[config.mk]
export PLATFORM = sky130hd
export DESIGN_NAME = wrx_core
export DESIGN_NICKNAME = d
export VERILOG_FILES = /design/src/rtl/wrx_pkg.sv /design/src/rtl/wrx_bitrx.sv /design/src/rtl/wrx_fifo.sv /design/src/rtl/wrx_stale.sv /design/src/rtl/wrx_xfer.sv /design/src/rtl/wrx_core.sv
export SDC_FILE = /design/constraint.sdc
export NUM_CORES = 1
export LEC_CHECK = 0
export ABC_CLOCK_PERIOD_IN_PS = 5200
export BUFFER_PORTS_ARGS = -buffer_cell sky130_fd_sc_hd__buf_2
export CORE_MARGIN = 2
export CORE_UTILIZATION = 63
export CTS_BUF_LIST = sky130_fd_sc_hd__clkbuf_2 sky130_fd_sc_hd__clkbuf_4 sky130_fd_sc_hd__clkbuf_8
export CTS_CLUSTER_SIZE = 24
export DETAILED_ROUTE_END_ITERATION = 10
export PLACE_DENSITY = 0.83
export SKIP_LAST_GASP = 1
export SLEW_MARGIN = 20
export SYNTH_ARGS = -nofsm -noshare
export SYNTH_HDL_FRONTEND = slang
export SYNTH_HIERARCHICAL = 1
export SYNTH_SLANG_ARGS = --single-unit
[constraint.sdc]
create_clock -name clk -period 5.2 [get_ports clk]
set_input_delay 0.78 -clock clk [delete_from_list [all_inputs] [get_ports clk]]
set_output_delay 0.78 -clock clk [all_outputs]
set_load 0.005 [all_outputs]
[src/rtl/wrx_pkg.sv]
package wrx_pkg;
    localparam int OSR_RATE   = 16;
    localparam int FRAME_BITS = 10;
    localparam int LANES      = 4;

    typedef logic [31:0] word_t;

    typedef enum logic [2:0] {
        CMD_NOP       = 3'd0,
        CMD_RST_RX    = 3'd1,
        CMD_RST_ERR   = 3'd2,
        CMD_STALE_EN  = 3'd3,
        CMD_STALE_DIS = 3'd4,
        CMD_STALE_CLR = 3'd5
    } cmd_e;

    typedef struct packed {
        logic       valid;
        logic [7:0] data;
    } rx_byte_t;

    typedef struct packed {
        logic  push;
        word_t data;
    } push_t;

    // Place one character into the given byte lane of a word.
    function automatic word_t put_lane(word_t w, logic [1:0] lane, logic [7:0] b);
        word_t r;
        r = w;
        r[{lane, 3'b000} +: 8] = b;
        return r;
    endfunction
endpackage

[src/rtl/wrx_bitrx.sv]
module wrx_bitrx
    import wrx_pkg::*;
(
    input  logic     clk,
    input  logic     rst,
    input  logic     flush,
    input  logic     osr_tick,
    input  logic     rxd,
    output rx_byte_t byte_o
);
    localparam logic [3:0] HALF_LAST = 4'(OSR_RATE / 2 - 1);
    localparam logic [3:0] FULL_LAST = 4'(OSR_RATE - 1);

    typedef enum logic [1:0] {S_IDLE, S_START, S_DATA, S_STOP} st_e;

    logic [1:0] sync_q;
    st_e        st_q;
    logic [3:0] tick_q;
    logic [2:0] bit_q;
    logic [7:0] shf_q;
    rx_byte_t   byte_q;
    logic       line;

    assign line   = sync_q[1];
    assign byte_o = byte_q;

    // Two-flop synchroniser for the asynchronous line.
    always_ff @(posedge clk) begin
        if (rst) sync_q <= 2'b11;
        else     sync_q <= {sync_q[0], rxd};
    end

    always_ff @(posedge clk) begin
        if (rst || flush) begin
            st_q   <= S_IDLE;
            tick_q <= '0;
            bit_q  <= '0;
            shf_q  <= '0;
            byte_q <= '0;
        end else begin
            byte_q.valid <= 1'b0;
            if (osr_tick) begin
                unique case (st_q)
                    S_IDLE: begin
                        if (!line) begin
                            st_q   <= S_START;
                            tick_q <= '0;
                        end
                    end
                    S_START: begin
                        if (tick_q == HALF_LAST) begin
                            tick_q <= '0;
                            bit_q  <= '0;
                            st_q   <= line ? S_IDLE : S_DATA;
                        end else begin
                            tick_q <= tick_q + 4'd1;
                        end
                    end
                    S_DATA: begin
                        if (tick_q == FULL_LAST) begin
                            tick_q <= '0;
                            shf_q  <= {line, shf_q[7:1]};
                            if (bit_q == 3'd7) st_q <= S_STOP;
                            else               bit_q <= bit_q + 3'd1;
                        end else begin
                            tick_q <= tick_q + 4'd1;
                        end
                    end
                    S_STOP: begin
                        if (tick_q == FULL_LAST) begin
                            tick_q <= '0;
                            st_q   <= S_IDLE;
                            if (line) begin
                                byte_q.valid <= 1'b1;
                                byte_q.data  <= shf_q;
                            end
                        end else begin
                            tick_q <= tick_q + 4'd1;
                        end
                    end
                    default: st_q <= S_IDLE;
                endcase
            end
        end
    end
endmodule

[src/rtl/wrx_fifo.sv]
module wrx_fifo
    import wrx_pkg::*;
#(
    parameter int DEPTH = 4
) (
    input  logic  clk,
    input  logic  rst,
    input  logic  flush,
    input  logic  push,
    input  word_t push_data,
    input  logic  pop,
    output word_t head,
    output logic  empty,
    output logic  full
);
    localparam int AW = (DEPTH > 1) ? $clog2(DEPTH) : 1;
    localparam int CW = AW + 1;

    word_t         mem [DEPTH];
    logic [AW-1:0] wp_q, rp_q;
    logic [CW-1:0] cnt_q;
    logic          do_push, do_pop;

    assign empty   = (cnt_q == '0);
    assign full    = (cnt_q == CW'(DEPTH));
    assign do_push = push && !full;
    assign do_pop  = pop && !empty;
    assign head    = mem[rp_q];

    always_ff @(posedge clk) begin
        if (do_push) mem[wp_q] <= push_data;
    end

    always_ff @(posedge clk) begin
        if (rst || flush) begin
            wp_q  <= '0;
            rp_q  <= '0;
            cnt_q <= '0;
        end else begin
            if (do_push) wp_q <= wp_q + AW'(1);
            if (do_pop)  rp_q <= rp_q + AW'(1);
            unique case ({do_push, do_pop})
                2'b10:   cnt_q <= cnt_q + CW'(1);
                2'b01:   cnt_q <= cnt_q - CW'(1);
                default: cnt_q <= cnt_q;
            endcase
        end
    end
endmodule

[src/rtl/wrx_stale.sv]
module wrx_stale
    import wrx_pkg::*;
#(
    parameter int STALE_W = 8
) (
    input  logic               clk,
    input  logic               rst,
    input  logic               flush,
    input  logic               osr_tick,
    input  logic               run,
    input  logic               restart,
    input  logic [STALE_W-1:0] limit,
    output logic               fire
);
    localparam int CHAR_TICKS = OSR_RATE * FRAME_BITS;
    localparam int SUB_W      = $clog2(CHAR_TICKS);

    logic [SUB_W-1:0]   sub_q;
    logic [STALE_W-1:0] chars_q;

    assign fire = run && !restart && (limit != '0) && (chars_q == limit);

    always_ff @(posedge clk) begin
        if (rst || flush || !run || restart || fire) begin
            sub_q   <= '0;
            chars_q <= '0;
        end else if (osr_tick) begin
            if (sub_q == SUB_W'(CHAR_TICKS - 1)) begin
                sub_q   <= '0;
                chars_q <= chars_q + STALE_W'(1);
            end else begin
                sub_q <= sub_q + SUB_W'(1);
            end
        end
    end
endmodule

[src/rtl/wrx_xfer.sv]
module wrx_xfer
    import wrx_pkg::*;
#(
    parameter int CNT_W = 16
) (
    input  logic             clk,
    input  logic             rst,
    input  logic             flush,
    input  rx_byte_t         byte_i,
    input  logic             stale_fire,
    input  logic             arm_valid,
    input  logic [CNT_W-1:0] arm_count,
    output push_t            push_o,
    output logic             pending,
    output logic             done,
    output logic [CNT_W-1:0] snap
);
    word_t            buf_q;
    logic [1:0]       lane_q;
    logic [CNT_W-1:0] cnt_q, target_q, snap_q, cnt_next;
    logic             armed_q, done_q, count_hit;
    word_t            filled;

    assign cnt_next  = cnt_q + CNT_W'(1);
    assign count_hit = byte_i.valid && armed_q && (cnt_next == target_q);
    assign filled    = put_lane(buf_q, lane_q, byte_i.data);
    assign pending   = (cnt_q != '0);
    assign done      = done_q;
    assign snap      = snap_q;

    always_comb begin
        push_o = '0;
        if (byte_i.valid) begin
            push_o.push = (lane_q == 2'd3) || count_hit;
            push_o.data = filled;
        end else if (stale_fire) begin
            push_o.push = (lane_q != 2'd0);
            push_o.data = buf_q;
        end
    end

    always_ff @(posedge clk) begin
        if (rst) begin
            snap_q <= '0;
        end else if (!flush) begin
            if (count_hit)                        snap_q <= cnt_next;
            else if (stale_fire && !byte_i.valid) snap_q <= cnt_q;
        end
    end

    always_ff @(posedge clk) begin
        if (rst || flush) begin
            buf_q    <= '0;
            lane_q   <= '0;
            cnt_q    <= '0;
            target_q <= '0;
            armed_q  <= 1'b0;
            done_q   <= 1'b0;
        end else begin
            done_q <= 1'b0;
            if (arm_valid) begin
                target_q <= arm_count;
                armed_q  <= (arm_count != '0);
            end
            if (byte_i.valid) begin
                if (lane_q == 2'd3 || count_hit) begin
                    buf_q  <= '0;
                    lane_q <= '0;
                end else begin
                    buf_q  <= filled;
                    lane_q <= lane_q + 2'd1;
                end
                if (count_hit) begin
                    cnt_q   <= '0;
                    armed_q <= 1'b0;
                    done_q  <= 1'b1;
                end else begin
                    cnt_q <= cnt_next;
                end
            end else if (stale_fire) begin
                buf_q   <= '0;
                lane_q  <= '0;
                cnt_q   <= '0;
                armed_q <= 1'b0;
                done_q  <= 1'b1;
            end
        end
    end
endmodule

[src/rtl/wrx_core.sv]
module wrx_core
    import wrx_pkg::*;
#(
    parameter int CLKS_PER_OSR = 2,
    parameter int FIFO_DEPTH   = 4,
    parameter int CNT_W        = 16,
    parameter int STALE_W      = 8
) (
    input  logic               clk,
    input  logic               rst,
    input  logic               rxd,
    input  logic               cmd_valid,
    input  logic [2:0]         cmd_code,
    input  logic               arm_valid,
    input  logic [CNT_W-1:0]   arm_count,
    input  logic [STALE_W-1:0] stale_limit,
    input  logic               rd_en,
    output logic [31:0]        rd_data,
    output logic               rx_ready,
    output logic               overrun,
    output logic               stale_irq,
    output logic               xfer_done,
    output logic [CNT_W-1:0]   snap_count
);
    logic     osr_tick;
    rx_byte_t rx_byte;
    push_t    push_req;
    logic     rx_byte_valid, fifo_full, fifo_empty;
    logic     pending, stale_fire;
    logic     stale_en_q, stale_irq_q, overrun_q;
    logic     cmd_rst_rx, cmd_rst_err, cmd_st_en, cmd_st_dis, cmd_st_clr;
    cmd_e     cmd;

    assign cmd         = cmd_e'(cmd_code);
    assign cmd_rst_rx  = cmd_valid && (cmd == CMD_RST_RX);
    assign cmd_rst_err = cmd_valid && (cmd == CMD_RST_ERR);
    assign cmd_st_en   = cmd_valid && (cmd == CMD_STALE_EN);
    assign cmd_st_dis  = cmd_valid && (cmd == CMD_STALE_DIS);
    assign cmd_st_clr  = cmd_valid && (cmd == CMD_STALE_CLR);

    generate
        if (CLKS_PER_OSR <= 1) begin : g_nodiv
            assign osr_tick = 1'b1;
        end else begin : g_div
            localparam int DIV_W = $clog2(CLKS_PER_OSR);
            logic [DIV_W-1:0] div_q;
            always_ff @(posedge clk) begin
                if (rst || div_q == DIV_W'(CLKS_PER_OSR - 1)) div_q <= '0;
                else                                          div_q <= div_q + DIV_W'(1);
            end
            assign osr_tick = (div_q == DIV_W'(CLKS_PER_OSR - 1));
        end
    endgenerate

    wrx_bitrx u_bitrx (
        .clk      (clk),
        .rst      (rst),
        .flush    (cmd_rst_rx),
        .osr_tick (osr_tick),
        .rxd      (rxd),
        .byte_o   (rx_byte)
    );

    assign rx_byte_valid = rx_byte.valid;

    wrx_stale #(.STALE_W(STALE_W)) u_stale (
        .clk      (clk),
        .rst      (rst),
        .flush    (cmd_rst_rx),
        .osr_tick (osr_tick),
        .run      (stale_en_q && pending),
        .restart  (rx_byte_valid),
        .limit    (stale_limit),
        .fire     (stale_fire)
    );

    wrx_xfer #(.CNT_W(CNT_W)) u_xfer (
        .clk        (clk),
        .rst        (rst),
        .flush      (cmd_rst_rx),
        .byte_i     (rx_byte),
        .stale_fire (stale_fire),
        .arm_valid  (arm_valid),
        .arm_count  (arm_count),
        .push_o     (push_req),
        .pending    (pending),
        .done       (xfer_done),
        .snap       (snap_count)
    );

    wrx_fifo #(.DEPTH(FIFO_DEPTH)) u_fifo (
        .clk       (clk),
        .rst       (rst),
        .flush     (cmd_rst_rx),
        .push      (push_req.push),
        .push_data (push_req.data),
        .pop       (rd_en),
        .head      (rd_data),
        .empty     (fifo_empty),
        .full      (fifo_full)
    );

    always_ff @(posedge clk) begin
        if (rst) begin
            stale_en_q  <= 1'b0;
            stale_irq_q <= 1'b0;
            overrun_q   <= 1'b0;
        end else begin
            if (cmd_st_en)       stale_en_q <= 1'b1;
            else if (cmd_st_dis) stale_en_q <= 1'b0;

            if (cmd_st_clr)      stale_irq_q <= 1'b0;
            else if (stale_fire && !cmd_rst_rx) stale_irq_q <= 1'b1;

            if (cmd_rst_err)     overrun_q <= 1'b0;
            else if (rx_byte_valid && fifo_full && !cmd_rst_rx) overrun_q <= 1'b1;
        end
    end

    assign rx_ready  = !fifo_empty;
    assign overrun   = overrun_q;
    assign stale_irq = stale_irq_q;
endmodule

==> results of run 1 <==
## registers in the layout (all words and copies together), names as in the netlist, 2 cells and up, named ones only
name and count:
u_bitrx/bit_q 3, u_bitrx/byte_o 9, u_bitrx/shf_q 8, u_bitrx/sync_q 2
u_bitrx/tick_q 4, u_fifo/cnt_q 3, u_fifo/mem 128, u_fifo/rp_q 2
u_fifo/wp_q 2, u_stale/chars_q 8, u_stale/sub_q 8, u_xfer/buf_q 32
u_xfer/cnt_q 16, u_xfer/lane_q 2, u_xfer/snap 16, u_xfer/target_q 16
## routing by layer
| metal | vias to the layer above | global-route usage (%) | part of all wire (%) |
|---|---|---|---|
| met3 | 59 | 4.09 | 5.4 |
| met2 | 294 | 42.8 | 49 |
| met4 | 0 | 9.75 | 3.2 |
| met1 | 4420 | 34.8 | 42 |
| li1 | 4324 | - | - |
| met5 | - | 0 | 0 |
## cells by family (layout without fill, tap and decap cells)
group / after synthesis / count (layout) / synth area share [%]
and+or+nand+nor: 410 / 410 / 17.4
DFF: 269 / 269 / 53.2
AOI/OAI and AO/OA: 219 / 219 / 11.7
buffers and inverters: 109 / 209 / 3.84
muxes: 71 / 71 / 8.86
xor gates and xnor gates: 41 / 41 / 2.97
adders and majority gates: 20 / 20 / 2.06
## worst reg2reg max path: cells and delay by family, from the launching register on
| family | cells | cell delay, ns |
|---|---|---|
| xor+xnor | 1 | 0.07 |
| fa+ha+maj | 3 | 0.67 |
| flops | 1 | 0.42 |
| simple gates | 6 | 1.73 |
| compound gates | 4 | 1.37 |
| buf+inv | 2 | 0.12 |
## cell type report
cell class / instances / area, µm² / share of cell area [%]
flip-flops and latches: 269 / 6670 / 47.7
multi-input cells: 761 / 5410 / 38.7
clock buffers: 75 / 895 / 6.41
repair buffers: 97 / 518 / 3.71
well taps: 265 / 332 / 2.37
inverters: 33 / 124 / 0.887
clock inverters: 4 / 23.8 / 0.170
## synth_stat cells, types with 21 or more instances
master      n
inv_1      31
nor3b_1    35
dfxtp_1   141
nor2_1    151
nor2b_1    33
o21ai_0    21
nor3_1     23
nand2_1    39
a21oi_1    91
nand3_1    26
xnor2_1    25
edfxtp_1  128
clkbuf_1   34
mux4_2     32
mux2i_1    39
a21o_1     36
## cells in the final DEF, fill, tap and decap left out, types with 10 or more instances in the layout
| master | instances |
|---|---|
| nor2_1 | 151 |
| dfxtp_1 | 139 |
| edfxtp_1 | 128 |
| a21oi_1 | 91 |
| buf_2 | 84 |
| clkbuf_8 | 53 |
| nand2_1 | 39 |
| mux2i_1 | 39 |
| a21o_1 | 36 |
| nor3b_1 | 35 |
| nor2b_1 | 32 |
| mux4_2 | 32 |
| inv_1 | 31 |
| nand3_1 | 26 |
| xnor2_1 | 25 |
| clkbuf_4 | 22 |
| o21ai_0 | 21 |
| nor3_1 | 21 |
| ha_1 | 19 |
| nor4_1 | 16 |
| xor2_1 | 15 |
| nand4_1 | 14 |
| buf_4 | 13 |
| or3_1 | 12 |
| and3_1 | 10 |
## how the worst max path moves through the flow
stage	start	endpoint	slack (ns)	cells after the start
final	u_xfer/cnt_q[0]	u_fifo/cnt_q[2]	0.76	16
after detailed placement	u_xfer/cnt_q[0]	u_fifo/cnt_q[2]	0.82	16
after CTS	u_xfer/cnt_q[0]	u_fifo/cnt_q[2]	0.78	16
after floorplan	u_xfer/cnt_q[0]	u_fifo/cnt_q[2]	1.01	19
after global routing	u_xfer/cnt_q[0]	u_fifo/cnt_q[2]	0.33	16
after global placement	u_xfer/cnt_q[0]	u_fifo/cnt_q[2]	0.94	16
## power breakdown
| part | internal [mW] | switching (mW) |
|---|---|---|
| Combinational | 0.0365 | 0.0539 |
| Sequential | 2.21 | 0.0116 |
| Clock | 1.08 | 0.785 |
| Total | 3.32 | 0.850 |
## metrics by stage
stage / power [mW] / std cells / setup WS [ns] / instance area (µm²)
after global placement: 2.35 / 1425 / 0.941 / 13000
after floorplan: 2.32 / 1139 / 1.01 / 12500
after CTS: 4.20 / 1504 / 0.784 / 14000
after global routing: 4.30 / 1504 / 0.326 / 14000
final: 4.17 / 1504 / 0.756 / 14000
after detailed placement: 2.35 / 1425 / 0.817 / 13000
==> metrics, run 1 <==
hold depth=2; yosys warns=6; row count=a little over 50; Power per Cell Area=between 200 and 300 nW/µm²; top_reg_cell synth=dfxtp_1; Buf+Inv Stages, Crit Path=2; Die Wd=roughly 150 µm; Final Hold Fails=0; CTS Buf Count=43; setup TNS=0 ns; Synth area leader=edfxtp_1; Clock Pin Slew Worst Setup and Hold Paths=0.06 ns; post-synthesis sequential area ratio=53.2%; skew final=a little under 0.02 ns; slowest stage delay, CP=between 0.4 and 0.5 ns; status=finished clean; CP endpoint kind=flop; Leak Pwr=between 5 and 6 nW; Slowest cell on crit path=or3_1; final setup fails=0; # clock sinks=~270; worst slew pin tran=around 1.1 ns; CTS max path bufs=3; # DRC=0; CTS H-Tree Depth=2; critical path class=reg2reg; num ports=85; Min Hold Slack=between 0.4 and 0.5 ns; RR Startpoint=u_xfer/cnt_q[0]; nets@finish=around 1300; filler instances=about 1400; Post-CTS Repair Setup Buffers=0; Worst-Skew Late Latency=roughly 0.55 ns; number of synthesized flops with an enable pin=128; hold_sp=rxd; worst r2r path cells=16; asr flop ratio synth=0%; RSZ-0062 raised after global routing=no; Yosys cell types=82; Max IR drop VDD=approximately 0.00017 V; Detailed Route WL=27.1 mm; 1st-iter DRT viols=around 800; core area=19500 µm²; largest net degree at the start of global routing=44; number of synthesized register bits=between 200 and 300; synthesized area per cell=around 11 µm²; RR Endpoint=u_fifo/cnt_q[2]; Final ANT Viol Nets=0; HPWL Detailed=around 17 mm; grt ovf=0; Hold Path End=u_bitrx/sync_q[0]; post-CTS sizing=0; vias in the first global route=~8700; # diodes=0; post-layout util=a little under three quarters; Root Driver=clkbuf_8; Die H=approximately 150 µm; WP data required=~5.7 ns; Tot GR Track Use=between 20% and 30%; share of cells above drive strength 1=between 20% and 30%; maxcap violations=0; Max Fanout on Critical Path=11; CP top delay family=simple AND/OR/NAND/NOR gates; Synth Instances=between 1000 and 1500; global-route wire length before repair=about 44 mm; area delta synth->final=11.4%; synth top area cells=edfxtp_1, dfxtp_1, mux4_2; initial core utilization=approximately 64%; die area=21000 µm²; FF-to-FF setup slack=about 0.76 ns; max-slew violations=0; synthesized cell area=between 10000 and 15000 µm²; f_max=0.225 GHz; Startpoint Class=flop; Hold WC Path Type=in2reg; DRT Pass-1 Iters=5; syn nets=roughly 1200; top-area cell type share of the netlist area=just over 30%; WL/cell=roughly 18 µm; routability cong.=just over 0.9; Max transition margin=between 20 and 30%; crit path DAT=between 4 and 5 ns; fin crit share=a little under nine tenths; CP Cell Sequence=ha_1 -> nand3_1 -> or3_1 -> a2111oi_2 -> nand3_1 -> a2111oi_4 -> nor2_2 -> o22ai_1 -> and2_4 -> inv_1 -> ha_1 -> inv_1 -> fa_1 -> xor2_1 -> or3_2 -> a21oi_1; cts-stage hold buffer count=0; vias post-DR=9097; Port-buffer cells=84; fin crit period=approximately 4.4 ns; DR vias/cell=roughly 6.0; initial antenna violation count=0; CTS tree=done
No activity file was read; power rests on OpenSTA's default activity.
==> run 2, diff against run 1 <==
--- a/config.mk
+++ b/config.mk
@@ -12,6 +12,7 @@
 export CTS_BUF_LIST = sky130_fd_sc_hd__clkbuf_2 sky130_fd_sc_hd__clkbuf_4 sky130_fd_sc_hd__clkbuf_8
 export CTS_CLUSTER_SIZE = 24
 export DETAILED_ROUTE_END_ITERATION = 10
+export MAX_ROUTING_LAYER = met4
 export PLACE_DENSITY = 0.83
 export SKIP_LAST_GASP = 1
 export SLEW_MARGIN = 20
==> constraint.sdc (replaced) <==
create_clock -name clk -period 5.2 [get_ports clk]
set_input_delay 0.26 -clock clk [delete_from_list [all_inputs] [get_ports clk]]
set_output_delay 0.26 -clock clk [all_outputs]
set_load 0.005 [all_outputs]
==> run 2 against run 1 <==
Effect of this change: cell area is 0.92% higher; clock skew is 0.0038 ns higher; sequential share of layout area is 0.44 points lower; clock power hardly changed; critical path type unchanged.
==> metrics, run 2 (synthesis results as in run 1) <==
status=finished clean; num ports=85 (unchanged); area delta synth->final=12.5%; initial antenna violation count=0 (unchanged); filler instances=1380 (+0.29%); global-route wire length before repair=45.2 mm (+1.6%); fin crit period=4.42 ns (-0.0203 ns); HPWL Detailed=17.6 mm (+2.1%); switching power=0.874 mW (+2.8%); Reg power frac=53.3% (about the same); Hold WC Path Type=in2reg; Power per Cell Area=295 nW/µm² (-1.1%); final setup fails=0 (unchanged); fin crit share=85.1% (-0.39 points); CP top delay family=simple AND/OR/NAND/NOR gates; worst r2r path cells=16 (unchanged); CTS max path bufs=3 (unchanged); total power=4.16 mW (-0.18%); CP endpoint kind=flop; FF-to-FF setup slack=0.78 ns (+0.02 ns); post-layout util=72.4% (+0.66 points); maxcap violations=0 (unchanged); hold depth=3 (+1); Startpoint Class=flop; skew final=0.0234 ns (+0.00383 ns); post-CTS sizing=0 (unchanged); Max transition margin=26.5% (-2.0 points); Max Fanout on Critical Path=11 (unchanged); f_max=0.226 GHz (+0.46%); Detailed Route WL=27.9 mm (+2.8%); commonest cells after routing, fill and taps aside=nor2_1, dfxtp_1, edfxtp_1; CTS Buf Count=43 (unchanged); CTS tree=done; hold_sp=cmd_valid; RSZ-0062 raised after global routing=no; vias post-DR=9180 (+0.91%); Root Driver=clkbuf_8; core area=19500 µm² (unchanged); crit path DAT=4.89 ns (-0.02 ns); Final Hold Fails=0 (unchanged); worst slew pin tran=1.10 ns (+0.0323 ns); grt ovf=0 (unchanged); # clock sinks=269 (unchanged); Largest regs=u_fifo/mem: 128 flops, u_xfer/buf_q: 32 flops; row count=51 (unchanged); DRT Pass-1 Iters=5 (unchanged); Sw Ratio=21.0% (+0.61 points); WL/cell=18.3 µm (+1.8%); RR Endpoint=u_fifo/cnt_q[2]; slowest stage delay, CP=0.48 ns (about the same); leading cell type in the layout, fill and taps excluded=nor2_1; Die Wd=145 µm (unchanged); largest net degree at the start of global routing=50 (+14%); initial core utilization=64.4% (unchanged); Worst-Skew Late Latency=0.55 ns (about the same); Logic pwr share=2.4% (+0.2 points); DP Area=13000 µm² (-0.13%); Max IR drop VDD=0.000215 V (+25%); Leak Pwr=5.38 nW (+0.86%); Tot GR Track Use=27.2% (+1.3 points); die area=21000 µm² (unchanged); critical path depth=16 (unchanged); Slowest cell on crit path=or3_1; Clock Pin Slew Worst Setup and Hold Paths=0.06 ns (about the same); max reg flops=128 (unchanged); Die H=145 µm (unchanged); CP Cell Sequence=ha_1 -> nand3_1 -> or3_1 -> a2111oi_2 -> nand3_1 -> a2111oi_4 -> nor2_2 -> o22ai_1 -> and2_4 -> inv_1 -> ha_1 -> inv_1 -> fa_1 -> xor2_1 -> or3_2 -> a21oi_1; clock power share=44.3% (-0.3 points); 1st-iter DRT viols=676 (-16%); # DRC=0 (unchanged); CTS H-Tree Depth=2 (unchanged); WP data required=5.67 ns (about the same); vias in the first global route=8865 (+1.7%); critical path class=reg2reg; Final ANT Viol Nets=0 (unchanged); Buf+Inv Stages, Crit Path=2 (unchanged); Hold Path End=stale_en_q; Port-buffer cells=84 (unchanged); routability cong.=0.976 (+4.3%); Top reg by flops=u_fifo/mem; # diodes=0 (unchanged); setup TNS=0 ns (unchanged); RR Startpoint=u_xfer/cnt_q[0]; Int Pwr=3.29 mW (-0.94%); max-slew violations=0 (unchanged); nets@finish=1272 (+1.1%); DR vias/cell=6.04 (about the same); share of cells above drive strength 1=19.3% (-0.72 points); Finished Cell Area=14100 µm² (+0.92%)
-- run 2: changes by cell type in the layout (fill, tap and decap cells not counted) --
cell and delta:
nor3_2 +1, clkbuf_8 -6, clkbuf_4 -8, clkinv_1 +5
bufinv_16 +2, dlygate4sd3_1 +17, clkinv_2 +8, buf_4 -3
nor3_1 -1
-- run 2: per-stage QoR --
stage	instances	worst slack (ns)	hold WS [ns]
global placement	1422	0.940	0.393
CTS	1519	0.766	0.00922
detailed placement	1422	0.821	0.394
floorplan	1139	1.01	0.327
global route	1519	0.406	0.0481
finish	1519	0.776	0.0457
-- run 2: how the worst max path moves through the flow --
stage	startpoint	end	slack, ns
6_report	u_xfer/cnt_q[0]	u_fifo/cnt_q[2]	0.78
5_1_grt	u_xfer/cnt_q[0]	u_fifo/cnt_q[2]	0.41
4_1_cts	u_xfer/cnt_q[0]	u_fifo/cnt_q[2]	0.77
3_5_place_dp	u_xfer/cnt_q[0]	u_fifo/cnt_q[2]	0.82
3_3_place_gp	u_xfer/cnt_q[0]	u_fifo/cnt_q[2]	0.94
2_1_floorplan	u_xfer/cnt_q[0]	u_fifo/cnt_q[2]	1.01
-- run 2: area by class of cell --
cell class	instances	area [µm²]	share of cell area (%)
timing repair buffer	111	666	4.72
tap	265	332	2.35
inverter	33	124	0.879
clock buffer	61	752	5.33
multi-input combinational	761	5410	38.4
sequential	269	6670	47.3
clock inverter	19	143	1.01
-- run 2: power by group through the flow --
stage / Sequential, mW / Combinational (mW) / Clock [mW]
3_5_place_dp: 2.26 / 0.0879 / 0
2_1_floorplan: 2.26 / 0.0598 / 0
4_1_cts: 2.22 / 0.0978 / 1.88
5_1_grt: 2.22 / 0.110 / 1.97
3_3_place_gp: 2.26 / 0.0865 / 0
6_report: 2.22 / 0.101 / 1.84
-- run 2: what timing repair did --
item,CTS,global route
hold buffers,17,0
buffers inserted,0,0
endpoints found under the hold margin,17,0
-- run 2: worst min-delay path, delay by kind of cell --
kind / cells / cell delay, ns
compound gates: 1 / 0.06
buf+inv: 1 / 0.13
simple gates: 1 / 0.08
-- run 2: routing by layer --
layer	global-route usage, %	part of all wire, %	wire length [µm]	up-vias
li1	-	-	-	4346
met1	33.8	41	11500	4470
met2	45.4	50	13900	301
met3	4.59	5.8	1620	63
met4	9.21	2.8	782	0
met5	-	0	0	-
